File: config.mk
export PLATFORM = sky130hd
export DESIGN_NAME = rc_pwm_receiver
export DESIGN_NICKNAME = d
export VERILOG_FILES = /design/src/rtl/pwmrx_pkg.sv /design/src/rtl/rcv_pulse_timer.sv /design/src/rtl/rcv_block_asm.sv /design/src/rtl/rc_pwm_receiver.sv
export SDC_FILE = /design/constraint.sdc
export NUM_CORES = 1
export LEC_CHECK = 0
export ABC_CLOCK_PERIOD_IN_PS = 4700
export BUFFER_PORTS_ARGS = -buffer_cell sky130_fd_sc_hd__buf_2
export CORE_UTILIZATION = 50
export DETAILED_ROUTE_END_ITERATION = 10
export PLACE_DENSITY = 0.76
export SLEW_MARGIN = 20
export SYNTH_ARGS = -nofsm -noshare
export SYNTH_HDL_FRONTEND = slang
export SYNTH_SLANG_ARGS = --single-unit
File: constraint.sdc
create_clock -name clk -period 4.7 [get_ports clk]
set_clock_uncertainty 0.05 [all_clocks]
set_input_delay 0.235 -clock clk [delete_from_list [all_inputs] [get_ports clk]]
set_output_delay 0.235 -clock clk [all_outputs]
set_load 0.1 [all_outputs]
File: src/rtl/pwmrx_pkg.sv
package pwmrx_pkg;

    localparam int BYTE_W     = 8;
    localparam int SHORT_BITS = 2 * BYTE_W;
    localparam int LONG_BITS  = 3 * BYTE_W;
    localparam int BITCNT_W   = $clog2(LONG_BITS + 2);

    localparam logic [BITCNT_W-1:0] SHORT_CNT = BITCNT_W'(SHORT_BITS);
    localparam logic [BITCNT_W-1:0] LONG_CNT  = BITCNT_W'(LONG_BITS);

    typedef logic [BYTE_W-1:0]    byte_t;
    typedef logic [BITCNT_W-1:0]  bitcnt_t;
    typedef logic [LONG_BITS-1:0] shreg_t;

    // events produced by the pulse timer, one cycle each
    typedef struct packed {
        logic bit_vld;
        logic bit_val;
        logic gap_end;
        logic overlong;
    } pulse_evt_t;

    typedef struct packed {
        logic  has_ext;
        byte_t ext;
        byte_t cmd;
        byte_t data;
    } rc_block_t;

    typedef enum logic {
        ASM_COLLECT = 1'b0,
        ASM_DISCARD = 1'b1
    } asm_state_t;

    function automatic logic count_ok(input bitcnt_t n);
        return (n == SHORT_CNT) || (n == LONG_CNT);
    endfunction

    function automatic rc_block_t unpack_block(input shreg_t sr, input logic is_long);
        rc_block_t b;
        b.has_ext = is_long;
        b.ext     = is_long ? sr[2*BYTE_W +: BYTE_W] : '0;
        b.cmd     = sr[BYTE_W +: BYTE_W];
        b.data    = sr[0 +: BYTE_W];
        return b;
    endfunction

endpackage

File: src/rtl/rcv_pulse_timer.sv
module rcv_pulse_timer
    import pwmrx_pkg::*;
#(
    parameter int unsigned SPLIT_TICKS = 32,
    parameter int unsigned GAP_TICKS   = 128,
    parameter int unsigned MAXH_TICKS  = 100
) (
    input  logic       clk,
    input  logic       rst,
    input  logic       line_i,
    input  logic       tick_i,
    output pulse_evt_t evt_o
);

    localparam int HW = $clog2(MAXH_TICKS + 2);
    localparam int LW = $clog2(GAP_TICKS + 2);
    localparam logic [HW-1:0] SPLIT_C = HW'(SPLIT_TICKS);
    localparam logic [HW-1:0] MAXH_C  = HW'(MAXH_TICKS);
    localparam logic [LW-1:0] GAP_C   = LW'(GAP_TICKS);

    logic          line_q;
    logic [HW-1:0] hcnt;   // ticks seen while high, saturates at MAXH+1
    logic [LW-1:0] lcnt;   // ticks seen while low, saturates at GAP+1
    logic          fall;

    assign fall = line_q & ~line_i;

    always_ff @(posedge clk) begin
        if (rst) begin
            line_q <= 1'b0;
            hcnt   <= '0;
            lcnt   <= '0;
            evt_o  <= '0;
        end else begin
            line_q         <= line_i;
            evt_o.bit_vld  <= fall && (hcnt <= MAXH_C);
            evt_o.bit_val  <= (hcnt >= SPLIT_C);
            evt_o.overlong <= line_i && tick_i && (hcnt == MAXH_C);
            evt_o.gap_end  <= !line_i && tick_i && (lcnt == GAP_C);

            if (!line_i)
                hcnt <= '0;
            else if (tick_i && (hcnt <= MAXH_C))
                hcnt <= hcnt + 1'b1;

            if (line_i)
                lcnt <= '0;
            else if (tick_i && (lcnt <= GAP_C))
                lcnt <= lcnt + 1'b1;
        end
    end

    // a block cannot close in the same cycle that a bit is delivered
    a_r4_no_gap_with_bit: assert property (@(posedge clk) disable iff (rst)
        !(evt_o.gap_end && evt_o.bit_vld));

    // an overlong flag and a bit event never coincide
    a_r7_overlong_not_bit: assert property (@(posedge clk) disable iff (rst)
        !(evt_o.overlong && evt_o.bit_vld));

endmodule

File: src/rtl/rcv_block_asm.sv
module rcv_block_asm
    import pwmrx_pkg::*;
(
    input  logic       clk,
    input  logic       rst,
    input  pulse_evt_t evt_i,
    output logic       done_o,
    output logic       err_o,
    output rc_block_t  blk_o
);

    asm_state_t state;
    shreg_t     sr;
    bitcnt_t    cnt;

    always_ff @(posedge clk) begin
        if (rst) begin
            state  <= ASM_COLLECT;
            sr     <= '0;
            cnt    <= '0;
            done_o <= 1'b0;
            err_o  <= 1'b0;
            blk_o  <= '0;
        end else begin
            done_o <= 1'b0;
            err_o  <= 1'b0;
            unique case (state)
                ASM_COLLECT: begin
                    if (evt_i.overlong) begin
                        err_o <= 1'b1;
                        sr    <= '0;
                        cnt   <= '0;
                        state <= ASM_DISCARD;
                    end else if (evt_i.bit_vld) begin
                        sr <= {sr[LONG_BITS-2:0], evt_i.bit_val};
                        if (cnt <= LONG_CNT)
                            cnt <= cnt + 1'b1;
                    end else if (evt_i.gap_end && (cnt != '0)) begin
                        if (count_ok(cnt)) begin
                            done_o <= 1'b1;
                            blk_o  <= unpack_block(sr, cnt == LONG_CNT);
                        end else begin
                            err_o <= 1'b1;
                        end
                        sr  <= '0;
                        cnt <= '0;
                    end
                end
                ASM_DISCARD: begin
                    if (evt_i.overlong)
                        err_o <= 1'b1;
                    else if (evt_i.gap_end)
                        state <= ASM_COLLECT;
                end
                default: state <= ASM_COLLECT;
            endcase
        end
    end

    // acceptance and error never fire together
    a_r6_done_err_exclusive: assert property (@(posedge clk) disable iff (rst)
        !(done_o && err_o));

    // bit counter stays within its saturation bound
    a_r6_count_bound: assert property (@(posedge clk) disable iff (rst)
        cnt <= LONG_CNT + 1'b1);

    // an overlong pulse is reported on the next cycle
    a_r7_overlong_err: assert property (@(posedge clk) disable iff (rst)
        evt_i.overlong |=> err_o);

endmodule

File: src/rtl/rc_pwm_receiver.sv
module rc_pwm_receiver
    import pwmrx_pkg::*;
#(
    parameter int unsigned SPLIT_TICKS = 32,
    parameter int unsigned GAP_TICKS   = 128,
    parameter int unsigned MAXH_TICKS  = 100
) (
    input  logic              clk,
    input  logic              rst,
    input  logic              line_i,
    input  logic              frame_tick_i,
    output logic [BYTE_W-1:0] cmd_o,
    output logic [BYTE_W-1:0] data_o,
    output logic [BYTE_W-1:0] ext_o,
    output logic              ext_present_o,
    output logic              valid_o,
    output logic              err_o
);

    pulse_evt_t evt;
    rc_block_t  blk;
    logic       done;

    rcv_pulse_timer #(
        .SPLIT_TICKS(SPLIT_TICKS),
        .GAP_TICKS  (GAP_TICKS),
        .MAXH_TICKS (MAXH_TICKS)
    ) u_timer (
        .clk   (clk),
        .rst   (rst),
        .line_i(line_i),
        .tick_i(frame_tick_i),
        .evt_o (evt)
    );

    rcv_block_asm u_asm (
        .clk   (clk),
        .rst   (rst),
        .evt_i (evt),
        .done_o(done),
        .err_o (err_o),
        .blk_o (blk)
    );

    always_ff @(posedge clk) begin
        if (rst) begin
            cmd_o         <= '0;
            data_o        <= '0;
            ext_o         <= '0;
            ext_present_o <= 1'b0;
            valid_o       <= 1'b0;
        end else begin
            valid_o <= done;
            if (done) begin
                cmd_o         <= blk.cmd;
                data_o        <= blk.data;
                ext_o         <= blk.ext;
                ext_present_o <= blk.has_ext;
            end
        end
    end

    // valid is a single-cycle strobe
    a_r5_valid_single: assert property (@(posedge clk) disable iff (rst)
        valid_o |=> !valid_o);

    // outputs hold unless a block is being published
    a_r5_outputs_hold: assert property (@(posedge clk) disable iff (rst)
        !valid_o |-> ($stable(cmd_o) && $stable(data_o) &&
                      $stable(ext_o) && $stable(ext_present_o)));

endmodule

==> results of run 1 <==
## report_power, final
group | leakage (nW) | switching, mW | internal, mW
Sequential | 0.830 | 0.00323 | 0.874
Clock | 0.0997 | 0.307 | 0.254
Combinational | 0.613 | 0.0239 | 0.0104
## cells in the final DEF (no fill, tap or decap), types with 2 or more instances in the layout
master,count
buf_2,30
clkbuf_8,9
xnor2_1,2
nor2b_1,4
and4_1,2
xor2_1,3
nand3b_1,2
inv_8,2
inv_1,7
and2_1,2
nand2_1,52
buf_4,2
o21ai_0,11
or3_1,6
nand2b_1,3
nand4_1,7
nor2_1,68
mux2i_1,25
nor4_1,2
ha_1,5
a21oi_1,61
dfxtp_1,103
nor4bb_1,25
nand3_1,14
nor3_1,3
## stage by stage
| step | cell area (um^2) | utilization (%) | worst slack [ps] | power (mW) |
|---|---|---|---|---|
| after floorplan | 4090 | - | 3000 | 0.926 |
| after global placement | 4240 | 54.3 | 2260 | 0.932 |
| after detailed placement | 4240 | 54.3 | 2170 | 0.932 |
| after CTS | 4440 | 56.9 | 2160 | 1.50 |
| after global routing | 4450 | 57.0 | 2150 | 1.53 |
| final | 4450 | 57.0 | 2350 | 1.47 |
## area by class of cell
cell class	count	area [um^2]	share of cell area, %
well taps	102	128	2.87
multi-input cells	314	1860	41.8
clock buffers	9	124	2.78
inverters	7	26.3	0.590
clock inverters	6	77.6	1.74
flip-flops and latches	103	2060	46.3
repair buffers	33	176	3.96
## state kept, by name, summed over array words and instances (netlist names), 4 cells and up
name,count
u_asm.blk_o,25
u_asm.sr,24
cmd_o,8
data_o,8
ext_o,8
u_timer.lcnt,8
u_timer.hcnt,7
u_asm.cnt,5
u_timer.evt_o,4
## worst max-delay path: cells and delay by family, from the launching register on
kind               cells  cell delay, ps
AOI/OAI and AO/OA      1             180
and+or+nand+nor        3            1400
DFF                    1             640
## how the worst max path moves through the flow
stage,endpoint,start,depth (start not counted)
floorplan,u_asm.cnt[3],u_asm.cnt[0],7
global placement,u_asm.blk_o[19],u_timer.evt_o[0],4
detailed placement,u_asm.blk_o[0],u_timer.evt_o[0],4
CTS,u_asm.blk_o[0],u_timer.evt_o[0],4
global route,u_asm.blk_o[1],u_timer.evt_o[0],4
finish,u_asm.blk_o[18],u_timer.evt_o[0],4
## kinds of logic after synthesis
group	Yosys count	share of synthesized area [%]
AND/OR/NAND/NOR	197	25.2
XOR/XNOR	5	1.07
adder cells (fa/ha/maj)	5	1.53
AO/OA/AOI/OAI	82	11.5
flip-flops	103	50.4
buffers and inverters	40	4.22
multiplexers	25	6.11
## per-layer routing
metal  vias to the layer above  global-route usage [%]  part of all wire [%]
li1                       1599                       -                     -
met1                      1464                    21.1                    47
met4                         0                    3.91                  0.79
met5                         -                       0                     0
met2                        48                    32.1                    50
met3                         6                    5.42                   2.9
==> impl_metrics.csv, run 1 <==
group,metric,value,unit
die,coreArea,7810,um^2
clocking,htreeDepth,3,
worst_hold_path,min_from,"frame_tick_i",
status,status,"completed",
die,initial_core_util,52.4,%
setup_path,worstReg2RegStart,"u_timer.evt_o[0]",
clocking,clock-sinks,103,
synthesis,synth_cell_types,42,
global_routing,grt_pass1_wl,12.6,mm
global_routing,first_global_vias,2872,
setup_path,worst_setup_path_start_kind,"register",
setup_path,rrSetupSlack,2350,ps
worst_hold_path,whs_endpoint,"u_timer.hcnt[1]",
pwr,cellLeakagePower,1.54,nW
timing,rsz0062_at_grt,"no",
synthesis,yosysWarnings,0,
synthesis,synth_top_area_share,50.4,%
setup_path,setup.worst_path.class,"reg -> reg",
timing,slew_headroom,31.3,%
setup_path,crit_chain,"nor2_1 -> and4_1 -> nand3_1 -> a21oi_1",
die,die_h,92.5,um
drt,dr.first_iter.drc_count,132,
synthesis,syn_inst,457,
synthesis,synth-main-ff-cell,"dfxtp_1",
die,fp.dieW,92.5,um
timing,fmax,0.426,GHz
global_routing,grt-ovfl-total,0,
setup_path,critical_path.slowest_cell,"and4_1",
synthesis,synth_nets,466,
synthesis,synth_common_cells,"103 x dfxtp_1, 68 x nor2_1, 61 x a21oi_1, 52 x nand2_1",
timing,worst_hold_slack,156,ps
timing,finalSetupViolCount,0,
setup_path,timing.rr.end,"u_asm.blk_o[18]",
place,place.gp.congestion,0.791,
finish,fillCellCount,703,
worst_hold_path,hold_class,"in -> reg",
synthesis,synth-edff-count,0,
drt,drc_errors,0,
finish,diodes,0,
finish,syn2layout_area_growth,8.77,%
setup_path,required,4930,ps
setup_path,cpPeakStageDelay,820,ps
finish,stdcell_count,574,
die,ioPinCount,31,
timing,fin_setup_tns,0,ps
timing,final_max_slew_viol_count,0,
finish,nNetsFinal,477,
setup_path,arrival,2580,ps
pwr,powerDensity,331,nW/um^2
drt,finalWirelength,7.37,mm
clocking,clock_path_buffers,2,
clocking,cts_buffers,9,
global_routing,track_usage,18.0,%
die,die_area,8550,um^2
synthesis,syn_avg_cell_area,8.96,um^2
timing,fin_crit,2350,ps
setup_path,cp-end-kind,"register",
drt,dr_total_vias,3117,
finish,layout-drive-gt1-share,12.1,%
synthesis,ys_ff_latch,103,
synthesis,synth_top_area_cell,"dfxtp_1",
clocking,post_cts_buffers,0,
synthesis,synth_most_common_cell,"dfxtp_1",
place,placed_cells,558,
pwr,ir_worst_vdd,0.167,mV
worst_hold_path,holdPathStages,3,
timing,period_share,50.0,%
die,rows,32,
drt,drtPass1Iterations,5,
drt,wire_per_inst,12.8,um
synthesis,netlist_area,4090,um^2
drt,final_antenna_net_count,0,
clocking,clock_latency,360,ps
clocking,root_buffer,"clkbuf_8",
timing,worst_pin_slew,1030,ps
clocking,cts-resized-gates,0,
drt,vias_per_cell,5.43,
clocking,clk_pin_slew,100,ps
place,port_buffers,30,
setup_path,reg2reg_depth,4,
clocking,cts_hold_buf,0,
place,place_hpwl,4.65,mm
global_routing,grt_max_degree,55,
timing,finalHoldViolCount,0,
clocking,cts_tree,"built",
global_routing,antenna_found_initial,0,
job,cap_violations,0,
synthesis,synthArstFlopShare,0,%
setup_path,path_max_fanout,30,
synthesis,yosysSeqAreaShare,50.4,%
synthesis,netlist_top_cells_area,"dfxtp_1 50%, a21oi_1 7.5%, nor2_1 6.2%",
(Power assumes the default switching activity.)
==> run 2: changes to the inputs <==
--- a/config.mk
+++ b/config.mk
@@ -5,7 +5,8 @@
 export SDC_FILE = /design/constraint.sdc
 export NUM_CORES = 1
 export LEC_CHECK = 0
-export ABC_CLOCK_PERIOD_IN_PS = 4700
+export ABC_AREA = 1
+export ABC_CLOCK_PERIOD_IN_PS = 2300
 export BUFFER_PORTS_ARGS = -buffer_cell sky130_fd_sc_hd__buf_2
 export CORE_UTILIZATION = 50
 export DETAILED_ROUTE_END_ITERATION = 10
==> constraint.sdc (replaced) <==
create_clock -name clk -period 2.3 [get_ports clk]
set_clock_uncertainty 0.05 [all_clocks]
set_input_delay 0.115 -clock clk [delete_from_list [all_inputs] [get_ports clk]]
set_output_delay 0.115 -clock clk [all_outputs]
set_load 0.1 [all_outputs]
==> run 2 against run 1 <==
Against the previous run:
- count of clock-buffer cells in the layout rose by 2
- register-to-register slack got worse by 2000 ps
- die area did not move
- highest routed layer unchanged
- fmax rose by 23%
- critical endpoint is now u_asm.sr[3]
==> impl_metrics.csv, run 2 <==
group,metric,value,unit
place,port_buffers,30,
timing,period_share,83.3,%
job,cap_violations,0,
global_routing,grt-ovfl-total,0,
clocking,htreeDepth,3,
setup_path,setup.worst_path.class,"reg -> reg",
synthesis,synth_most_common_cell,"nor2_1",
synthesis,syn_avg_cell_area,7.46,um^2
drt,drc_errors,0,
clocking,clk_pin_slew,90,ps
die,die_area,8550,um^2
synthesis,yosysSeqAreaShare,50.4,%
drt,dr.first_iter.drc_count,159,
synthesis,synth_top_area_share,50.4,%
synthesis,synth-edff-count,0,
drt,wire_per_inst,11.7,um
timing,worst_pin_slew,544,ps
timing,fin_crit,1920,ps
timing,finalHoldViolCount,0,
worst_hold_path,hold_class,"in -> reg",
clocking,clock_latency,360,ps
clocking,clock-sinks,103,
place,place.gp.congestion,0.864,
finish,largest_register_ffs,25,
finish,diodes,0,
setup_path,arrival,2150,ps
die,fp.dieW,92.5,um
finish,largest_register,"u_asm.blk_o",
clocking,cts_buffers,9,
timing,rsz0062_at_grt,"no",
worst_hold_path,holdPathStages,3,
setup_path,worst_setup_path_start_kind,"register",
global_routing,antenna_found_initial,0,
global_routing,grt_max_degree,70,
synthesis,ys_ff_latch,103,
clocking,post_cts_buffers,0,
global_routing,first_global_vias,3213,
synthesis,synthArstFlopShare,0,%
setup_path,reg2reg_depth,10,
timing,finalSetupViolCount,0,
clocking,root_buffer,"clkbuf_8",
finish,syn2layout_area_growth,9.47,%
timing,fin_setup_tns,0,ps
synthesis,synth_nets,558,
setup_path,required,2540,ps
synthesis,synth-main-ff-cell,"dfxtp_1",
synthesis,synth_top_area_cell,"dfxtp_1",
synthesis,netlist_top_cells_area,"dfxtp_1 50%, nor2_1 11%, o21ai_0 8.3%",
setup_path,rrSetupSlack,380,ps
die,coreArea,7810,um^2
synthesis,synth_common_cells,"117 x nor2_1, 103 x dfxtp_1, 84 x nand2_1, 68 x o21ai_0, 56 x a21oi_1",
finish,nNetsFinal,581,
die,initial_core_util,52.4,%
status,status,"completed",
die,die_h,92.5,um
die,rows,32,
finish,top_regs,"u_asm.blk_o: 25 flops, u_asm.sr: 24 flops",
pwr,powerDensity,658,nW/um^2
drt,drtPass1Iterations,4,
synthesis,yosysWarnings,0,
timing,fmax,0.522,GHz
drt,dr_total_vias,3483,
synthesis,synth_cell_types,27,
global_routing,track_usage,19.9,%
timing,worst_hold_slack,46.3,ps
drt,finalWirelength,7.95,mm
place,place_hpwl,5.29,mm
drt,vias_per_cell,5.13,
synthesis,netlist_area,4090,um^2
finish,layout-drive-gt1-share,11.1,%
timing,slew_headroom,63.7,%
clocking,cts_tree,"built",
pwr,ir_worst_vdd,0.260,mV
setup_path,path_max_fanout,25,
finish,layout_commonest_cell,"nor2_1",
die,ioPinCount,31,
finish,final_cell_mix,"117 x nor2_1, 103 x dfxtp_1, 84 x nand2_1",
global_routing,grt_pass1_wl,13.8,mm
synthesis,syn_inst,549,
timing,final_max_slew_viol_count,0,
drt,final_antenna_net_count,0,
pwr,cellLeakagePower,1.87,nW
setup_path,cp-end-kind,"register",
clocking,clock_path_buffers,2,
-- run 2: per-stage QoR --
step	power [mW]	cell area, um^2	cells	worst slack (ps)	utilization [%]
floorplan	1.94	4090	549	786	-
global placement	1.96	4300	662	500	55.0
detailed placement	1.96	4300	662	400	55.0
CTS	2.97	4480	679	368	57.4
global route	3.07	4480	679	150	57.4
finish	2.95	4480	679	384	57.4
-- run 2: final timing paths --
check / start / endpoint
setup / recovery: u_asm.cnt[0] / u_asm.sr[3]
hold / removal: frame_tick_i / u_timer.evt_o[0]
setup reg to reg: u_asm.cnt[0] / u_asm.sr[3]
hold reg to reg: u_timer.line_q / u_timer.evt_o[3]
-- run 2: repair_timing --
| action | in CTS | in global routing |
|---|---|---|
| endpoints found under the hold margin | 2 | 0 |
| resized for setup | 0 | 0 |
| hold buffers | 1 | 0 |
-- run 2: critical path, cell delays in order, from the launching register on --
cell,delay (ps)
dfxtp_1,360
inv_1,80
ha_1,230
inv_1,100
nor2_4,50
nand2_1,80
nand2_1,80
nand2_2,310
buf_4,260
o21ai_0,90
a21oi_1,160
-- run 2: cell families (layout without fill, tap and decap cells) --
logic type      Yosys count  count (layout)  synth area share [%]
simple gates            243             243                  24.4
xor+xnor                  6               6                  1.28
fa+ha+maj                 5               5                  1.53
flops                   103             103                  50.4
buf+inv                  66              94                  6.82
compound gates          126             126                  15.6
-- run 2: layer usage --
layer	wire [um]	GRT usage [%]
met2	3750	34.3
met1	3770	24.0
met4	167	8.07
met5	0	0
met3	259	4.35
-- run 2: layout make-up --
type                    instances  area (um^2)
clock inverters                 5         43.8
well taps                     102          128
inverters                      40          151
repair buffers                 38          213
fillers                       752         3330
clock buffers                  11          131
multi-input cells             380         1750
flip-flops and latches        103         2060
-- run 2: power by group --
group | internal [mW] | switching (mW) | total (mW)
registers | 1.80 | 0.0166 | 1.82
clock network | 0.406 | 0.623 | 1.03
logic | 0.0306 | 0.0720 | 0.103
total | 2.24 | 0.712 | 2.95
